`config.mk`:
```
export PLATFORM = sky130hd
export DESIGN_NAME = gct_timer
export DESIGN_NICKNAME = d
export VERILOG_FILES = /design/src/rtl/gct_pkg.sv /design/src/rtl/gct_wsync.sv /design/src/rtl/gct_core.sv /design/src/rtl/gct_timer.sv
export SDC_FILE = /design/constraint.sdc
export NUM_CORES = 1
export LEC_CHECK = 0
export BUFFER_PORTS_ARGS = -buffer_cell sky130_fd_sc_hd__buf_4
export CORE_UTILIZATION = 45
export DETAILED_ROUTE_END_ITERATION = 10
export HOLD_SLACK_MARGIN = 0.15
export PLACE_DENSITY = 0.59
export SLEW_MARGIN = 40
export SYNTH_ARGS = -nofsm -noshare
export SYNTH_HDL_FRONTEND = slang
export SYNTH_SLANG_ARGS = --single-unit
```
`constraint.sdc`:
```
create_clock -name clk -period 7.06 [get_ports clk]
set_input_delay 1.412 -clock clk [delete_from_list [all_inputs] [get_ports clk]]
set_output_delay 1.412 -clock clk [all_outputs]
set_load 0.01 [all_outputs]
```
`src/rtl/gct_pkg.sv`:
```
package gct_pkg;
   // Register byte offsets (software-visible layout)
   localparam int OFF_CNT_L = 'h100;
   localparam int OFF_CNT_H = 'h104;
   localparam int OFF_CWS   = 'h110;
   localparam int OFF_CMP_L = 'h200;
   localparam int OFF_CMP_H = 'h204;
   localparam int OFF_STEP  = 'h208;
   localparam int OFF_CTL   = 'h240;
   localparam int OFF_IST   = 'h244;
   localparam int OFF_IEN   = 'h248;
   localparam int OFF_GWS   = 'h24C;

   // Delayed-write slots
   localparam int NSLOT  = 6;
   localparam int S_CLO  = 0;
   localparam int S_CHI  = 1;
   localparam int S_CMPL = 2;
   localparam int S_CMPH = 3;
   localparam int S_STEP = 4;
   localparam int S_CTL  = 5;

   // Control word bit positions
   localparam int CTL_RUN  = 8;
   localparam int CTL_AUTO = 1;
   localparam int CTL_EN   = 0;

   function automatic int slot_off(input int s);
      case (s)
         S_CLO:   return OFF_CNT_L;
         S_CHI:   return OFF_CNT_H;
         S_CMPL:  return OFF_CMP_L;
         S_CMPH:  return OFF_CMP_H;
         S_STEP:  return OFF_STEP;
         default: return OFF_CTL;
      endcase
   endfunction
endpackage

```
`src/rtl/gct_wsync.sv`:
```
module gct_wsync #(
   parameter int DW  = 32,
   parameter int LAT = 3
) (
   input  logic          clk,
   input  logic          rst_n,
   input  logic          load,
   input  logic [DW-1:0] din,
   output logic          apply,
   output logic [DW-1:0] dout
);
   logic [DW-1:0] data_q;

   always_ff @(posedge clk) begin
      if (!rst_n)    data_q <= '0;
      else if (load) data_q <= din;
   end
   assign dout = data_q;

   generate
      if (LAT < 1) begin : g_bad
         $error("gct_wsync: LAT must be at least 1");
      end else if (LAT == 1) begin : g_direct
         logic pend_q;
         always_ff @(posedge clk) begin
            if (!rst_n) pend_q <= 1'b0;
            else        pend_q <= load;
         end
         assign apply = pend_q;
      end else begin : g_count
         localparam int CTW = $clog2(LAT + 1);
         logic [CTW-1:0] left_q;
         always_ff @(posedge clk) begin
            if (!rst_n)              left_q <= '0;
            else if (load)           left_q <= CTW'(LAT);
            else if (left_q != '0)   left_q <= left_q - 1'b1;
         end
         assign apply = (left_q == CTW'(1));
      end
   endgenerate
endmodule

```
`src/rtl/gct_core.sv`:
```
module gct_core
   import gct_pkg::*;
#(
   parameter int DW = 32,
   localparam int CW = 2 * DW
) (
   input  logic                 clk,
   input  logic                 rst_n,
   input  logic [NSLOT-1:0]     apply,
   input  logic [NSLOT*DW-1:0]  adata,
   output logic [CW-1:0]        cnt_q,
   output logic [CW-1:0]        cmp_q,
   output logic [DW-1:0]        step_q,
   output logic                 run,
   output logic                 cmp_en,
   output logic                 auto_step,
   output logic                 match
);
   logic [DW-1:0] d [NSLOT];
   logic [2:0]    ctl_q;
   logic [CW-1:0] cnt_n, cmp_n;

   generate
      for (genvar s = 0; s < NSLOT; s++) begin : g_unpack
         assign d[s] = adata[s*DW +: DW];
      end
   endgenerate

   assign run       = ctl_q[2];
   assign auto_step = ctl_q[1];
   assign cmp_en    = ctl_q[0];
   assign match     = run && cmp_en && (cnt_q == cmp_q);

   always_comb begin
      cnt_n = run ? cnt_q + 1'b1 : cnt_q;
      if (apply[S_CLO] || apply[S_CHI])
         cnt_n = {apply[S_CHI] ? d[S_CHI] : cnt_q[CW-1:DW],
                  apply[S_CLO] ? d[S_CLO] : cnt_q[DW-1:0]};
      cmp_n = cmp_q;
      if (match && auto_step) cmp_n = cmp_q + CW'(step_q);
      if (apply[S_CMPL]) cmp_n[DW-1:0]  = d[S_CMPL];
      if (apply[S_CMPH]) cmp_n[CW-1:DW] = d[S_CMPH];
   end

   always_ff @(posedge clk) begin
      if (!rst_n) begin
         cnt_q  <= '0;
         cmp_q  <= '0;
         step_q <= '0;
         ctl_q  <= '0;
      end else begin
         cnt_q <= cnt_n;
         cmp_q <= cmp_n;
         if (apply[S_STEP]) step_q <= d[S_STEP];
         if (apply[S_CTL])
            ctl_q <= {d[S_CTL][CTL_RUN], d[S_CTL][CTL_AUTO], d[S_CTL][CTL_EN]};
      end
   end
endmodule

```
`src/rtl/gct_timer.sv`:
```
module gct_timer
   import gct_pkg::*;
#(
   parameter int AW       = 12,
   parameter int DW       = 32,
   parameter int SYNC_LAT = 3
) (
   input  logic          clk,
   input  logic          rst_n,
   input  logic          bus_we,
   input  logic [AW-1:0] bus_addr,
   input  logic [DW-1:0] bus_wdata,
   output logic [DW-1:0] bus_rdata,
   output logic          irq_o
);
   localparam int CW = 2 * DW;

   generate
      if (DW != 32) begin : g_dw_chk
         $error("gct_timer: register layout assumes DW == 32");
      end
      if (AW < 10) begin : g_aw_chk
         $error("gct_timer: AW too small for register offsets");
      end
   endgenerate

   logic [NSLOT-1:0]    load, apply;
   logic [NSLOT*DW-1:0] adata;
   logic [CW-1:0]       cnt_q, cmp_q;
   logic [DW-1:0]       step_q;
   logic                run, cmp_en, auto_step, match;
   logic                istat_q, ien_q;
   logic [3:0]          gws_q;   // {ctl, step, cmp_h, cmp_l}
   logic [1:0]          cws_q;   // {cnt_h, cnt_l}

   function automatic logic hit(input int off);
      return bus_addr == AW'(off);
   endfunction

   generate
      for (genvar s = 0; s < NSLOT; s++) begin : g_slot
         assign load[s] = bus_we && hit(slot_off(s));
         gct_wsync #(.DW(DW), .LAT(SYNC_LAT)) u_sync (
            .clk   (clk),
            .rst_n (rst_n),
            .load  (load[s]),
            .din   (bus_wdata),
            .apply (apply[s]),
            .dout  (adata[s*DW +: DW])
         );
      end
   endgenerate

   gct_core #(.DW(DW)) u_core (
      .clk       (clk),
      .rst_n     (rst_n),
      .apply     (apply),
      .adata     (adata),
      .cnt_q     (cnt_q),
      .cmp_q     (cmp_q),
      .step_q    (step_q),
      .run       (run),
      .cmp_en    (cmp_en),
      .auto_step (auto_step),
      .match     (match)
   );

   logic [3:0] gws_set, gws_clr;
   logic [1:0] cws_set, cws_clr;
   assign gws_set = {apply[S_CTL], apply[S_STEP], apply[S_CMPH], apply[S_CMPL]};
   assign cws_set = {apply[S_CHI], apply[S_CLO]};
   assign gws_clr = (bus_we && hit(OFF_GWS)) ?
                    {bus_wdata[16], bus_wdata[2:0]} : 4'b0;
   assign cws_clr = (bus_we && hit(OFF_CWS)) ? bus_wdata[1:0] : 2'b0;

   always_ff @(posedge clk) begin
      if (!rst_n) begin
         istat_q <= 1'b0;
         ien_q   <= 1'b0;
         gws_q   <= '0;
         cws_q   <= '0;
      end else begin
         istat_q <= match | (istat_q & ~(bus_we && hit(OFF_IST) && bus_wdata[0]));
         if (bus_we && hit(OFF_IEN)) ien_q <= bus_wdata[0];
         gws_q <= gws_set | (gws_q & ~gws_clr);
         cws_q <= cws_set | (cws_q & ~cws_clr);
      end
   end

   assign irq_o = istat_q & ien_q;

   always_comb begin
      bus_rdata = '0;
      if      (hit(OFF_CNT_L)) bus_rdata = cnt_q[DW-1:0];
      else if (hit(OFF_CNT_H)) bus_rdata = cnt_q[CW-1:DW];
      else if (hit(OFF_CWS))   bus_rdata[1:0] = cws_q;
      else if (hit(OFF_CMP_L)) bus_rdata = cmp_q[DW-1:0];
      else if (hit(OFF_CMP_H)) bus_rdata = cmp_q[CW-1:DW];
      else if (hit(OFF_STEP))  bus_rdata = step_q;
      else if (hit(OFF_CTL)) begin
         bus_rdata[CTL_RUN]  = run;
         bus_rdata[CTL_AUTO] = auto_step;
         bus_rdata[CTL_EN]   = cmp_en;
      end
      else if (hit(OFF_IST))   bus_rdata[0] = istat_q;
      else if (hit(OFF_IEN))   bus_rdata[0] = ien_q;
      else if (hit(OFF_GWS)) begin
         bus_rdata[2:0] = gws_q[2:0];
         bus_rdata[16]  = gws_q[3];
      end
   end
endmodule

```
# [Yosys cells after proc, flatten, opt, wreduce, memory -nomap -nowiden]
# Cells that the tools add are included.
# W data, S select, Z words.
[totals] ff_bits=352 input_bits=47 output_inout_bits=33 wordCells=136
[op_classes] add_sub_neg=8 n_eq_ne=19 mux=45 bitwise=10 reduce_logical=32
[ops] op="$mux W32" n=8
[ops] op="$mux W64" n=3
[ops] op="$eq A12 B10 Y1 const B" n=7
[ops] op="$add A64 B1 Y64 const B" n=1
[ops] op="$add A64 B32 Y64" n=1
[ops] op="$eq A64 B64 Y1" n=1
[ops] op="$eq A12 B9 Y1 const B" n=3
[ops] op="$mux W2" n=17
[ops] op="$mux W30" n=1
[ops] op="$reduce_bool A2 Y1" n=15
[ops] op="$mux W15" n=1
[ops] op="$logic_and A1 B1 Y1" n=14
[ops] op="$eq A2 B1 Y1 const B" n=6
[ops] op="$sub A2 B1 Y2 const B" n=6
[ops] op="$mux W1" n=10
[ops] op="$mux W7" n=1
[ops] op="$mux W3" n=2
[ops] op="$mux W5" n=1
[ops] op="$and A4 B4 Y4" n=1
[ops] op="$mux W4" n=1
[ops] op="$ne A2 B2 Y1 const B" n=2
[ops] op="$not A4 Y4" n=1
[ops] op="$or A4 B4 Y4" n=1
[ops] op="$reduce_and A2 Y1" n=2
[ops] op="7 further kinds" n=8

# [Logic depth before layout (Yosys ltp)]
# Gate-level depths: netlist of run 1.
[depth] depth_word=11 depth_mapped=11 ltp_nobuf=10

# [Hierarchy]
# Synthesis of run 1 repeated with hierarchy kept, for this count alone.
[unflattened] hier_cells=2344 area_unflattened_um2=20694.8
[by_module_without_submodules] module="gct_core" n_inst=1 cells_per_inst=1407 area_per_inst_um2=10771.6 seq_area_each_um2=3263.1
[by_module_without_submodules] module="gct_wsync" n_inst=6 cells_per_inst=113 area_per_inst_um2=1350.0 seq_area_each_um2=680.7
[by_module_without_submodules] module="gct_timer" n_inst=1 cells_per_inst=259 area_per_inst_um2=1823.0 seq_area_each_um2=160.2

# [Worst setup path after synthesis of run 1]
# No wires, ideal clock.
[synth_path] path_kind="input to output" startpoint="input port bus_addr[5]" endpoint="output port bus_rdata[10]" arrival_ps=3298 t_required_ps=5648 setup_slack_ps=2350 stages=7 n_path_buf=2 path_cell_list="nor4_1 nand3b_1 nor3_1 clkbuf_1 clkbuf_1 a22oi_1 nand3_1"
[synth_via] elab_chain_cells=7 word_cells_on_any_way=12 classes_between="eq/ne: 6; mux: 6"
[synth_lines] element="start, declared" line_no="gct_timer.sv:11" rtl="input logic [AW-1:0] bus_addr,"
[synth_lines] element="$eq A12 B10 Y1" line_no="gct_timer.sv:37" rtl="return bus_addr == AW'(off);"
[synth_lines] element="$mux W7" line_no="gct_timer.sv:99" rtl="else if (hit(OFF_STEP)) bus_rdata = step_q;"
[synth_lines] element="$mux W32" line_no="gct_timer.sv:98" rtl="else if (hit(OFF_CMP_H)) bus_rdata = cmp_q[CW-1:DW];"
[synth_lines] element="$mux W32" line_no="gct_timer.sv:97" rtl="else if (hit(OFF_CMP_L)) bus_rdata = cmp_q[DW-1:0];"
[synth_lines] element="$mux W30" line_no="gct_timer.sv:96" rtl="else if (hit(OFF_CWS)) bus_rdata[1:0] = cws_q;"
[synth_lines] element="$mux W32" line_no="gct_timer.sv:95" rtl="else if (hit(OFF_CNT_H)) bus_rdata = cnt_q[CW-1:DW];"
[synth_lines] element="$mux W32 *" line_no="gct_timer.sv:94" rtl="if (hit(OFF_CNT_L)) bus_rdata = cnt_q[DW-1:0];"
[synth_lines] element="end, declared" line_no="gct_timer.sv:13" rtl="output logic [DW-1:0] bus_rdata,"
# Every way passes the cells marked *; elsewhere a longest branch is shown, timed or not.

# [Final worst setup path of run 1]
[layout_path] startpoint="input port bus_addr[5]" endpoint="output port bus_rdata[16]"
[layout_via] elab_chain_cells=11 word_cells_on_any_way=20 classes_between="eq/ne: 10; mux: 10"
[layout_lines] element="$eq A12 B10 Y1" line_no="gct_timer.sv:37"
[layout_lines] element="$mux W1" line_no="gct_timer.sv:107" rtl="else if (hit(OFF_GWS)) begin"
[layout_lines] element="$mux W1" line_no="gct_timer.sv:106" rtl="else if (hit(OFF_IEN)) bus_rdata[0] = ien_q;"
[layout_lines] element="$mux W1" line_no="gct_timer.sv:105" rtl="else if (hit(OFF_IST)) bus_rdata[0] = istat_q;"
[layout_lines] element="$mux W1" line_no="gct_timer.sv:100" rtl="else if (hit(OFF_CTL)) begin"
[layout_lines] element="$mux W1" line_no="gct_timer.sv:99"
[layout_lines] element="$mux W32" line_no="gct_timer.sv:98"
[layout_lines] element="$mux W32" line_no="gct_timer.sv:97"
[layout_lines] element="$mux W30" line_no="gct_timer.sv:96"
[layout_lines] element="$mux W32" line_no="gct_timer.sv:95"
[layout_lines] element="$mux W32 *" line_no="gct_timer.sv:94"
# Marks and branches as above.

==> metrics.md, run 1 <==
| Metric | Value |
|---|---|
| CP Buf/Inv Count | `3` |
| PwrDens | `306.6 mW/mm^2` |
| Final number of max-transition violations | `0` |
| Syn Std Cell Area | `0.01851 mm^2` |
| Fin nets | `2454` |
| Worst path depth | `8` |
| Post-CTS Setup Inserts | `0` |
| Max Cap Viol | `0` |
| Setup Viol. Count Final | `0` |
| CTS clock-pin slew for the worst setup and hold paths | `0.06 ns` |
| Minimum clock period | `5.256 ns` |
| Area leader, netlist | `dfxtp_1` |
| Full die area | `0.04195 mm^2` |
| Num CTS Buffers | `41` |
| Commonest cells post-synth | `440 x nand2_1, 346 x dfxtp_1, 303 x a21oi_1` |
| Crit-path cells | `buf_4 -> nor4_1 -> nand3b_1 -> nor2_2 -> buf_4 -> a222oi_1 -> a31oi_1 -> buf_4` |
| Seq/Total Area, Yosys | `37.42%` |
| Int Pwr | `4.080 mW` |
| Family with the most delay on the worst path | `simple AND/OR/NAND/NOR gates` |
| H-tree depth | `2` |
| Total chip power | `6.362 mW` |
| Initial DRC Count | `1738` |
| Hold-fix buffers at CTS | `0` |
| Switching share of power | `35.86%` |
| Max VDD drop | `0.2149 mV` |
| First-pass GRT wire length | `104100 um` |
| Crit path largest cell delay | `0.54 ns` |
| Clk root buf | `clkbuf_16` |
| Worst reg-to-reg path cell count | `9` |
| Post-synth ARST share | `0%` |
| Clk_lat worst skew | `0.59 ns` |
| Total gr overflow | `0` |
| Ranking of synthesized cells by area | `dfxtp_1 37%, nand2_1 8.9%, a21oi_1 8.2%` |
| Crit-path max FO | `18` |
| GRT Total Usage | `33.05%` |
| Yosys cell types | `86` |
| HP Class | `register to register` |
| Min-Delay Path Depth | `2` |
| Vias/cell | `6.087` |
| Crit path max-delay cell type | `nor2_2` |
| Worst hold path startpoint | `g_slot[2].u_sync.dout[18]` |
| Dominant synthesized flop cell | `dfxtp_1` |
| Starting Density | `46.06%` |
| Top-count cell post-synth | `nand2_1` |
| Number of port buffers | `79` |
| Clock skew | `0.03259 ns` |
| Final worst path period share | `74.45%` |
| Worst path most repeated cell | `buf_4` |
| Net switching power figure | `2.282 mW` |
| Via count | `17770` |
| CTS Buffer Depth | `3` |
| Drt total wl | `69330 um` |
| ANT nets after route | `0` |
| Final HPWL DP | `48740 um` |
| Wire per inst | `23.74 um` |
| LEAKAGE | `7.544 nW` |
| Average cell area after synthesis | `7.777 um^2` |
| Clock Power Share | `35.1%` |
| Register bit count reported by yosys | `346` |
| Rows | `73` |
| Max Freq | `190.3 MHz` |
| Status | `completed` |
| Area Growth Syn to Fin | `12.11%` |
| DRC viols | `0` |
| Yosys Warn Count | `0` |
| Detailed Routing Iterations Pass 1 | `5` |
| Die W | `204.8 um` |
| Clock sinks | `346` |
| RD Place Congestion | `0.9420` |
| # IOs | `80` |
| Mapped Nets | `2473` |
| Core area | `0.04019 mm^2` |
| EDFF count, synth | `0` |
| CTS tree | `built` |
| Worst Max-Slew Pin Slew | `0.8022 ns` |
| Area share of the largest cell type after synthesis | `37.42%` |
| Gate power share | `24.8%` |
| Arrival time at the worst endpoint | `3.84 ns` |
| Unrepaired setup endpoints after global routing | `false` |
| Sequential power share | `40.1%` |
| WS Path Type | `input pin to primary output` |
| Rel. slew slack | `46.39%` |
| Worst endpoint required time | `5.65 ns` |
| Worst r2r src | `u_core.cmp_q[40]` |
| Final hold viol count | `0` |
| CP startpoint | `bus_addr[5]` |
| Largest net degree at the start of global routing | `155` |
| CP startpoint kind | `input pin` |
| Initial antenna violation count | `2` |
| CTS resizes | `0` |
| Vias in the first global route | `16470` |
| Mapped Cells | `2380` |
| Total negative setup slack | `0 ns` |
| Setup crit end kind | `primary output` |
| Share of cells above drive strength 1 | `10.44%` |
| Die Span Y | `204.8 um` |
-- worst register-to-register path: cells and delay by family (launching register included) --
family	cells	cell delay, ns
XOR/XNOR	1	0.24
buffers and inverters	1	0.30
flip-flops	1	0.52
AND/OR/NAND/NOR	5	1.86
AO/OA/AOI/OAI	2	0.49
-- power by group through the flow --
stage	clock network [mW]	logic (mW)	registers [mW]
finish	2.23	1.58	2.55
global route	2.34	1.71	2.57
CTS	2.26	1.55	2.54
detailed placement	0	1.54	2.58
global placement	0	1.51	2.58
floorplan	0	1.14	2.38
-- metrics by stage --
step | hold WS [ns] | worst slack [ns] | cells | area [um^2] | util, %
2_1_floorplan | 0.4312 | 2.350 | 2380 | 18510 | -
3_3_place_gp | 0.4393 | 1.876 | 2843 | 19310 | 48.04
3_5_place_dp | 0.4433 | 1.814 | 2843 | 19320 | 48.08
4_1_cts | 0.4515 | 1.808 | 2919 | 20740 | 51.61
5_1_grt | 0.4694 | 1.635 | 2919 | 20750 | 51.63
6_report | 0.4501 | 1.804 | 2920 | 20750 | 51.64
-- cell usage in the layout, fill, tap and decap left out, types with 30 or more instances in the layout --
master / instances
clkbuf_16: 41
dfxtp_1: 346
xor2_1: 63
ha_1: 44
nand4_1: 45
o21ai_0: 94
a21oi_1: 303
a22oi_1: 52
nor3_1: 30
nand2_1: 440
inv_1: 48
mux2i_1: 66
xnor2_1: 58
buf_4: 113
nand3_1: 70
a211oi_1: 44
nor2_1: 191
-- routing by layer --
metal,global-route usage (%),vias to the layer above,share of wire [%]
li1,-,8362,-
met1,44.30,8504,43
met2,51.88,769,45
met3,5.997,137,8.2
met4,13.81,2,4.5
met5,0,-,0.019
-- cell families (layout without fill, tap and decap cells) --
group | after synthesis | count (layout) | synth area share, %
compound gates | 643 | 643 | 21.26
other cells | 0 | 1 | 0
xor+xnor | 121 | 121 | 5.725
buf+inv | 229 | 243 | 5.144
simple gates | 919 | 919 | 23.12
mux | 76 | 76 | 4.177
fa+ha+maj | 46 | 46 | 3.150
flops | 346 | 346 | 37.42
-- worst paths after layout --
kind,to,slack [ns]
max reg2reg,u_core.cmp_q[57],3.52
min,g_slot[2].u_sync.dout[18],0.45
max,bus_rdata[16],1.80
min reg2reg,g_slot[2].u_sync.dout[18],0.45
-- sequential cells by signal, indices dropped and copies added, names as in the netlist --
name                          flops
g_slot.u_sync.dout              163
u_core.cmp_q                     64
u_core.cnt_q                     64
u_core.step_q                    32
g_slot.u_sync.g_count.left_q     12
gws_q                             4
u_core.ctl_q                      3
cws_q                             2
ien_q                             1
istat_q                           1
-- layout make-up --
| cell class | instances | area (um^2) |
|---|---|---|
| fill | 3937 | 19440 |
| multi-input combinational | 1805 | 10670 |
| sequential | 346 | 6927 |
| clock buffer | 58 | 1190 |
| timing repair buffer | 115 | 870.8 |
| tap | 525 | 656.9 |
| clock inverter | 18 | 230.2 |
| inverter | 52 | 209.0 |
| antenna | 1 | 2.502 |
(Power assumes the default switching activity.)
==> run 2, diff against run 1 <==
--- a/config.mk
+++ b/config.mk
@@ -9,7 +9,7 @@
 export CORE_UTILIZATION = 45
 export DETAILED_ROUTE_END_ITERATION = 10
 export HOLD_SLACK_MARGIN = 0.15
-export PLACE_DENSITY = 0.59
+export PLACE_DENSITY = 0.62
 export SLEW_MARGIN = 40
 export SYNTH_ARGS = -nofsm -noshare
 export SYNTH_HDL_FRONTEND = slang
==> constraint.sdc (replaced) <==
create_clock -name clk -period 4.3 [get_ports clk]
set_input_delay 0.86 -clock clk [delete_from_list [all_inputs] [get_ports clk]]
set_output_delay 0.86 -clock clk [all_outputs]
set_load 0.01 [all_outputs]
==> metrics.md, run 2 (synthesis gave the netlist of run 1 again) <==
| Metric | Value |
|---|---|
| Status | `completed` |
| Max reg flops | `163` |
| Vias in the first global route | `16780` |
| DRC viols | `0` |
| Final hold viol count | `0` |
| Via count | `18330` |
| Die W | `204.8 um` |
| # IOs | `80` |
| Drt total wl | `75280 um` |
| ANT cells | `0` |
| DP Worst Slack | `0.3874 ns` |
| Die Span Y | `204.8 um` |
| CP startpoint kind | `input pin` |
| CTS tree | `built` |
| Register area | `0.006927 mm^2` |
| Final number of max-transition violations | `0` |
| Final HPWL DP | `55610 um` |
| Max Freq | `251.1 MHz` |
| Hold-fix buffers at CTS | `0` |
| Initial antenna violation count | `1` |
| GRT Total Usage | `35.50%` |
| Layout fillers | `3860` |
| First-pass GRT wire length | `109500 um` |
| Max VDD drop | `0.4747 mV` |
| CTS Buffer Depth | `3` |
| WS Path Type | `input pin to primary output` |
| Rel. slew slack | `45.20%` |
| Total negative setup slack | `0 ns` |
| Unrepaired setup endpoints after global routing | `false` |
| LEAKAGE | `7.660 nW` |
| Most frequent cells in the layout | `440 x nand2_1, 346 x dfxtp_1, 303 x a21oi_1` |
| H-tree depth | `2` |
| R2R setup slack | `0.77 ns` |
| Final worst path period share | `92.61%` |
| CTS resizes | `0` |
| Largest net degree at the start of global routing | `159` |
| Initial DRC Count | `2095` |
| Setup slack after layout | `0.3176 ns` |
| RD Place Congestion | `1.033` |
| HP Class | `register to register` |
| Area of the multi-input gates | `0.01067 mm^2` |
| CP Buf/Inv Count | `3` |
| Worst path most repeated cell | `buf_4` |
| Number of port buffers | `79` |
| Clock sinks | `346` |
| CTS clock-pin slew for the worst setup and hold paths | `0.06 ns` |
| Fin nets | `2484` |
| Setup Viol. Count Final | `0` |
| Commonest non-fill, non-tap cell in the layout | `nand2_1` |
| Crit-path cells | `buf_4 -> nor4_1 -> nand3b_1 -> nor2_2 -> buf_4 -> mux2i_1 -> a41oi_1 -> buf_4` |
| Vias/cell | `6.236` |
| Starting Density | `46.06%` |
| Total gr overflow | `0` |
| Max Cap Viol | `0` |
| Post-CTS Setup Inserts | `0` |
| Rows | `73` |
| Full die area | `0.04195 mm^2` |
| Setup crit end kind | `primary output` |
| Share of cells above drive strength 1 | `11.18%` |
| ANT nets after route | `0` |
| Core area | `0.04019 mm^2` |
| Worst Max-Slew Pin Slew | `0.8220 ns` |
| Crit path largest cell delay | `0.62 ns` |
| PwrDens | `503.5 mW/mm^2` |
| Detailed Routing Iterations Pass 1 | `6` |
| Num CTS Buffers | `39` |
| Crit-path max FO | `11` |
| Placed insts | `2875` |
| Non-Filler Instances | `2939` |
| Minimum clock period | `3.982 ns` |
| Fin Hold WS | `0.4506 ns` |
| Family with the most delay on the worst path | `simple AND/OR/NAND/NOR gates` |
| Clk root buf | `clkbuf_16` |
| Arrival time at the worst endpoint | `3.12 ns` |
| Wire per inst | `25.61 um` |
| Area Growth Syn to Fin | `13.12%` |
| Clk_lat worst skew | `0.55 ns` |
| Crit path max-delay cell type | `nor2_2` |
| Clock skew | `0.01947 ns` |
| Final core occ | `52.10%` |
| Worst endpoint required time | `3.44 ns` |
[run 2: cell type report]
| type | instances | share of cell area (%) |
|---|---|---|
| Clock buffer | 53 | 5.246 |
| Clock inverter | 11 | 0.9979 |
| Inverter | 52 | 0.9919 |
| Multi-Input combinational cell | 1805 | 50.98 |
| Sequential cell | 346 | 33.08 |
| Tap cell | 525 | 3.137 |
| Timing Repair Buffer | 147 | 5.569 |
[run 2: power breakdown]
part	switching, mW	internal [mW]	leakage (nW)	total, mW
logic	1.83	1.03	4.22	2.86
registers	0.620	3.55	2.80	4.17
clock network	1.38	2.14	0.644	3.51
[run 2: per-layer routing]
| layer | up-vias | track usage, % | part of all wire (%) |
|---|---|---|---|
| met3 | 230 | 5.759 | 8.6 |
| li1 | 8421 | - | - |
| met5 | - | 0 | 0.015 |
| met1 | 8702 | 45.68 | 41 |
| met2 | 974 | 55.48 | 44 |
| met4 | 2 | 21.78 | 6.8 |
[run 2: stage by stage]
stage | cell area, um^2 | power (mW)
after global placement | 19610 | 6.942
after floorplan | 18510 | 5.782
final | 20940 | 10.54
after global routing | 20940 | 10.88
after detailed placement | 19620 | 6.978
after CTS | 20930 | 10.48
[run 2: worst paths after layout]
path / from / to / depth (start not counted)
worst min register to register: g_slot[3].u_sync.dout[31] / g_slot[3].u_sync.dout[31] / 2
worst min-delay path: g_slot[3].u_sync.dout[31] / g_slot[3].u_sync.dout[31] / 2
worst max register to register: u_core.cmp_q[0] / u_core.cmp_q[54] / 11
worst max-delay path: bus_addr[5] / bus_rdata[0] / 8
[run 2: worst register-to-register path, stage by stage, from the launching register on]
cell      delay, ns
dfxtp_1        0.36
ha_1           0.28
fa_1           0.44
a211oi_1       0.39
o21a_1         0.35
o211ai_1       0.32
and3_1         0.28
o211ai_1       0.21
a21oi_2        0.08
buf_4          0.25
a311o_1        0.34
o2111a_1       0.13
